[src/rtl/folded_sram_pkg.sv]
package folded_sram_pkg;

    typedef enum logic [0:0] {
        PH_PRECH  = 1'b0,
        PH_ACCESS = 1'b1
    } phase_t;

endpackage

[src/rtl/row_predecoder.sv]
module row_predecoder #(
    parameter int ROW_W = 2,
    localparam int ROWS   = 1 << ROW_W,
    localparam int GROUPS = (ROW_W + 1) / 2,
    localparam int PAD_W  = GROUPS * 2
) (
    input  logic             en,
    input  logic [ROW_W-1:0] row_addr,
    output logic [ROWS-1:0]  wl
);

    logic [PAD_W-1:0]             padded;
    logic [GROUPS-1:0][3:0]       pre;

    always_comb begin
        padded = '0;
        padded[ROW_W-1:0] = row_addr;
    end

    // each 2-bit slice of the row field is decoded to four partial-product lines
    for (genvar g = 0; g < GROUPS; g++) begin : g_pre
        always_comb begin
            pre[g] = 4'b0001 << padded[2*g +: 2];
        end
    end

    // each word-line is the AND of one line taken from every group
    for (genvar i = 0; i < ROWS; i++) begin : g_wl
        always_comb begin
            logic t;
            t = en;
            for (int g = 0; g < GROUPS; g++) begin
                t = t & pre[g][(i >> (2 * g)) & 3];
            end
            wl[i] = t;
        end
    end

endmodule

[src/rtl/bitline_array.sv]
module bitline_array #(
    parameter int ROW_W    = 2,
    parameter int DATA_LOG = 2,
    parameter int COL_LOG  = 1,
    localparam int ROWS     = 1 << ROW_W,
    localparam int DATA_W   = 1 << DATA_LOG,
    localparam int COLS_PER = 1 << COL_LOG,
    localparam int ROW_BITS = DATA_W * COLS_PER
) (
    input  logic                clk,
    input  logic                rst_n,
    input  logic [ROWS-1:0]     wl,
    input  logic                we,
    input  logic [COL_LOG-1:0]  col,
    input  logic [DATA_W-1:0]   wdata,
    output logic [ROW_BITS-1:0] bl
);

    logic [ROW_BITS-1:0] cells [ROWS];

    // bit-lines sit high (precharged) and a selected cell storing 0 pulls its line low
    always_comb begin
        bl = '1;
        for (int r = 0; r < ROWS; r++) begin
            if (wl[r]) begin
                bl = bl & cells[r];
            end
        end
    end

    // write drivers reach only the columns picked by the column field
    always_ff @(posedge clk) begin
        if (!rst_n) begin
            for (int r = 0; r < ROWS; r++) begin
                cells[r] <= '0;
            end
        end else if (we) begin
            for (int r = 0; r < ROWS; r++) begin
                if (wl[r]) begin
                    for (int j = 0; j < DATA_W; j++) begin
                        cells[r][j*COLS_PER + int'(col)] <= wdata[j];
                    end
                end
            end
        end
    end

endmodule

[src/rtl/column_mux.sv]
module column_mux #(
    parameter int DATA_LOG = 2,
    parameter int COL_LOG  = 1,
    localparam int DATA_W   = 1 << DATA_LOG,
    localparam int COLS_PER = 1 << COL_LOG,
    localparam int ROW_BITS = DATA_W * COLS_PER
) (
    input  logic [ROW_BITS-1:0] row_bits,
    input  logic [COL_LOG-1:0]  col,
    output logic [DATA_W-1:0]   word
);

    // one 2^k:1 selector per bit group
    for (genvar j = 0; j < DATA_W; j++) begin : g_grp
        logic [COLS_PER-1:0] grp;
        assign grp     = row_bits[j*COLS_PER +: COLS_PER];
        assign word[j] = grp[col];
    end

endmodule

[src/rtl/folded_sram.sv]
module folded_sram
    import folded_sram_pkg::*;
#(
    parameter int ADDR_W   = 3,
    parameter int DATA_LOG = 2,
    parameter int COL_LOG  = 1,
    localparam int DATA_W   = 1 << DATA_LOG,
    localparam int ROW_W    = ADDR_W - COL_LOG,
    localparam int ROWS     = 1 << ROW_W,
    localparam int ROW_BITS = DATA_W * (1 << COL_LOG)
) (
    input  logic              clk,
    input  logic              rst_n,
    input  logic              req_valid,
    input  logic              req_wr,
    input  logic              req_rd,
    input  logic [ADDR_W-1:0] req_addr,
    input  logic [DATA_W-1:0] req_wdata,
    output logic              req_ready,
    output logic [ROWS-1:0]   word_line,
    output logic              rd_valid,
    output logic [DATA_W-1:0] rd_data
);

    phase_t state, state_nx;

    logic              accept;
    logic              acc_wr;
    logic              acc_rd;
    logic [ADDR_W-1:0] acc_addr;
    logic [DATA_W-1:0] acc_wdata;
    logic              wl_en;
    logic              arr_we;

    logic [ROW_BITS-1:0] bl;
    logic [DATA_W-1:0]   sensed;

    assign accept = req_valid && (state == PH_PRECH);

    // next-state logic
    always_comb begin
        state_nx = state;
        unique case (state)
            PH_PRECH:  if (accept) state_nx = PH_ACCESS;
            PH_ACCESS: state_nx = PH_PRECH;
            default:   state_nx = PH_PRECH;
        endcase
    end

    // state register
    always_ff @(posedge clk) begin
        if (!rst_n) begin
            state <= PH_PRECH;
        end else begin
            state <= state_nx;
        end
    end

    // phase-dependent outputs
    always_comb begin
        req_ready = 1'b0;
        wl_en     = 1'b0;
        arr_we    = 1'b0;
        unique case (state)
            PH_PRECH:  req_ready = 1'b1;
            PH_ACCESS: begin
                wl_en  = 1'b1;
                arr_we = acc_wr;
            end
            default:   req_ready = 1'b0;
        endcase
    end

    // capture the request for its access phase
    always_ff @(posedge clk) begin
        if (!rst_n) begin
            acc_wr    <= 1'b0;
            acc_rd    <= 1'b0;
            acc_addr  <= '0;
            acc_wdata <= '0;
        end else if (accept) begin
            acc_wr    <= req_wr;
            acc_rd    <= req_rd;
            acc_addr  <= req_addr;
            acc_wdata <= req_wdata;
        end
    end

    row_predecoder #(.ROW_W(ROW_W)) u_rowdec (
        .en       (wl_en),
        .row_addr (acc_addr[ADDR_W-1:COL_LOG]),
        .wl       (word_line)
    );

    bitline_array #(.ROW_W(ROW_W), .DATA_LOG(DATA_LOG), .COL_LOG(COL_LOG)) u_array (
        .clk   (clk),
        .rst_n (rst_n),
        .wl    (word_line),
        .we    (arr_we),
        .col   (acc_addr[COL_LOG-1:0]),
        .wdata (acc_wdata),
        .bl    (bl)
    );

    column_mux #(.DATA_LOG(DATA_LOG), .COL_LOG(COL_LOG)) u_colmux (
        .row_bits (bl),
        .col      (acc_addr[COL_LOG-1:0]),
        .word     (sensed)
    );

    // read register: senses the pre-write contents at the end of the access phase
    always_ff @(posedge clk) begin
        if (!rst_n) begin
            rd_valid <= 1'b0;
            rd_data  <= '0;
        end else begin
            rd_valid <= (state == PH_ACCESS) && acc_rd;
            if ((state == PH_ACCESS) && acc_rd) begin
                rd_data <= sensed;
            end
        end
    end


    wl_single_chk: assert property (@(posedge clk) disable iff (!rst_n)
        (state == PH_ACCESS) |-> ($countones(word_line) == 1));


    wl_quiet_chk: assert property (@(posedge clk) disable iff (!rst_n)
        (state == PH_PRECH) |-> (word_line == '0));


    access_once_chk: assert property (@(posedge clk) disable iff (!rst_n)
        (state == PH_ACCESS) |=> (state == PH_PRECH));


    rdv_follow_chk: assert property (@(posedge clk) disable iff (!rst_n)
        (req_valid && req_ready && req_rd) |=> ##1 rd_valid);


    rdata_hold_chk: assert property (@(posedge clk) disable iff (!rst_n)
        !((state == PH_ACCESS) && acc_rd) |=> $stable(rd_data));


    busy_hold_chk: assert property (@(posedge clk) disable iff (!rst_n)
        (state == PH_ACCESS) |=> ($stable(acc_addr) && $stable(acc_wdata)));

endmodule

[config.mk]
export PLATFORM = sky130hd
export DESIGN_NAME = folded_sram
export DESIGN_NICKNAME = d
export VERILOG_FILES = /design/src/rtl/folded_sram_pkg.sv /design/src/rtl/row_predecoder.sv /design/src/rtl/bitline_array.sv /design/src/rtl/column_mux.sv /design/src/rtl/folded_sram.sv
export SDC_FILE = /design/constraint.sdc
export NUM_CORES = 1
export LEC_CHECK = 0
export CAP_MARGIN = 20
export CORE_MARGIN = 5
export CORE_UTILIZATION = 56
export CTS_CLUSTER_SIZE = 8
export DETAILED_ROUTE_END_ITERATION = 8
export HOLD_SLACK_MARGIN = 0.03
export PLACE_DENSITY_LB_ADDON = 0.05
export SYNTH_ARGS = -nofsm -noshare
export SYNTH_HDL_FRONTEND = slang
export SYNTH_SLANG_ARGS = --single-unit
[constraint.sdc]
create_clock -name clk -period 2.24 [get_ports clk]
set_clock_uncertainty 0.1 [all_clocks]
set_input_delay 0.448 -clock clk [delete_from_list [all_inputs] [get_ports clk]]
set_output_delay 0.448 -clock clk [all_outputs]
set_load 0.1 [all_outputs]
==> impl_results.md <==
* DRC errors left at 0
* Crit share post-route at 94.2%
* Multi-input logic area at 821 um2
* Register area share after synthesis at 57.9%
* Peak Freq at 474 MHz
* Commonest non-fill, non-tap cell in the layout: and2_1
* DIE AREA at 5240 um2
* # IOs at 22
* Antenna Cells at 0
* WL met2 at 2090 um
* Setup tns final at 0 ns
* Unrepaired setup endpoints after global routing: false
* Met1 Wirelength at 2010 um
* Max-cap violations at 0
* Most frequent cells in the layout: and2_1 (35), edfxtp_1 (32), nand2_1 (21)
* DR WL met3 at 176 um
* Endpoints failing setup at 0
* Via count at 1474
* Hold Vio Cnt, Final at 0
* CP Capture Type: output pin
* CP Launch Type: flop
* Max-slew violation count at 0
* Average wire per standard cell at 16.2 um
* Post-Syn Area at 2180 um2
* Number of cells after detailed placement at 260
* Net Count, Synth at 203
* Cells after Synth at 191
* First-pass GRT wire length at 7250 um
* Cell Pwr Density at 712 nW/um2
* Clock buffer depth at 2
* Hpwl dp at 3160 um
* Post-synth top area cell: edfxtp_1
* Largest net degree at the start of global routing at 16
* Initial Util at 58.7%
* Status: finished, final reports clean
* Drt first-iter violations at 89
* Vias per inst at 5.50
* Worst Max-Slew Pin Slew at 0.610 ns
* CP Launch Point: acc_addr[2]
* ANT nets after route at 0
* Unique masters post-synth at 31
* H-tree depth at 2
* Post-synth top area share at 44.1%
* WP data required at 1.69 ns
* Antenna violations before repair at 0
* CTS tree: built
* Register area at 1260 um2
* Grt ovf at 0
* Vias in the first global route at 1471
* Crit path buf inv count at 2
* Clock Sinks at 47
* Chip width at 72.4 um
* Worst-skew pair later-pin latency at 0.30 ns
* Iteration count of the initial detailed-routing pass at 4
* Crit Path Class: reg2out
* Area delta synth->final at 21.0%
* HP Class: reg2reg
* CTS Hold Buffers Added at 0
* GR Util All Layers at 18.5%
* Slew HR at 59.2%
* CP cell instances: nand3b_1, inv_1, buf_12
* Non-Filler Instances at 268
* Reg clk slew, reported paths at 0.08 ns
* Ratio of cells with drive above 1 in the final layout at 18.2%
* Worst Path Max Fanout at 13
* Reg2reg start: acc_addr[2]
* Post-Route WL at 4350 um
* Core area at 3720 um2
* Worst path arrival time at 1.56 ns
* Max VDD drop at 398 uV
* Final GP Congestion at 0.800
* Synth warnings at 0
* Slowest stage delay, CP at 0.67 ns
* Syn Area/Cell at 11.4 um2
* Filler cell count at 277
* CP max-delay cell: dfxtp_1
* Top cells by area, synth: edfxtp_1 (44%), dfxtp_1 (14%), and2_1 (10%)
* Die Span Y at 72.4 um
* Final nets at 231
* Synthesized flop and latch total at 47
* Hold Crit Start: acc_wr
* Crit path time final at 2.11 ns
* Pleak at 1.02 nW
* Port Buffers at 21
* Top cell family by delay on the critical path: flip-flops
* Post-CTS Setup Bufs at 0
* Max layer used: met4
* Clock buffers created by TritonCTS at 5
* Std-Cell Rows at 22
* Clock root cell: clkbuf_8
final timing paths:
check,slack (ns),endpoint,cells past startpoint
hold / removal,0.40,acc_wr,2
hold reg to reg,0.40,acc_wr,2
setup / recovery,0.13,word_line[2],3
setup reg to reg,0.41,u_array.cells[2][2],3
power breakdown:
part           switching, mW  internal [mW]
Combinational         0.0919         0.0738
Sequential            0.0364          0.956
Clock                  0.274          0.445
Total                  0.402           1.47
stage by stage:
| stage | setup slack, ns | area [um2] | utilization (%) | power (mW) | hold slack [ns] |
|---|---|---|---|---|---|
| 2_1_floorplan | 0.220 | 2180 | - | 1.11 | 0.369 |
| 6_report | 0.129 | 2640 | 70.9 | 1.88 | 0.398 |
| 3_5_place_dp | 0.110 | 2500 | 67.2 | 1.18 | 0.389 |
| 3_3_place_gp | 0.180 | 2500 | 67.2 | 1.17 | 0.386 |
| 4_1_cts | 0.0885 | 2640 | 70.9 | 1.89 | 0.400 |
| 5_1_grt | 0.0118 | 2640 | 70.9 | 1.95 | 0.419 |
tightest hold or removal path, cell delays in order, from the launching register on:
cell      delay (ns)
dfxtp_1         0.34
nand2_1         0.06
a21boi_0        0.06
cell families (layout without fill, tap and decap cells):
group                  Yosys count  in the layout  share of synthesized area, %
AO/OA/AOI/OAI                   39             39                          12.0
buffers and inverters           16             45                          4.48
flip-flops                      47             47                          57.9
AND/OR/NAND/NOR                 81             81                          21.2
multiplexers                     8              8                          4.48
what timing repair did:
item	in CTS	in global routing
endpoints found under the setup margin	0	1
resized for setup	0	1
hold endpoints to repair	0	0
state kept, by name, summed over array words and instances, names as in the netlist:
signal and flops:
acc_wdata 4, acc_addr 3, rd_valid 1, state 1, u_array.cells 32, rd_data 4
acc_wr 1, acc_rd 1
area by class of cell:
| cell class | instances | area share (%) |
|---|---|---|
| Timing Repair Buffer | 34 | 13.1 |
| Sequential cell | 47 | 47.9 |
| Multi-Input combinational cell | 128 | 31.1 |
| Clock inverter | 3 | 2.56 |
| Clock buffer | 5 | 2.61 |
| Tap cell | 48 | 2.28 |
| Inverter | 3 | 0.427 |
routing by layer:
layer / up-vias / global-route usage [%]
met5: - / 0
met4: 0 / 7.38
met3: 5 / 3.88
met2: 36 / 30.5
met1: 703 / 23.9
li1: 730 / -
synthesized netlist by cell type, drive strengths merged:
master / number
and2: 35
edfxtp: 32
nand2: 21
dfxtp: 15
o21ai: 11
nor2: 10
a21boi: 9
buf: 9
a21oi: 4
clkbuf: 4
mux2: 4
nand2b: 4
o21bai: 4
o22ai: 4
a211oi: 3
inv: 3
mux2i: 3
o221a: 3
nand3b: 2
nand4b: 2
nor3: 2
a21o: 1
and3: 1
mux4: 1
nand4: 1
nor2b: 1
nor3b: 1
or3b: 1
(Power assumes the default switching activity.)
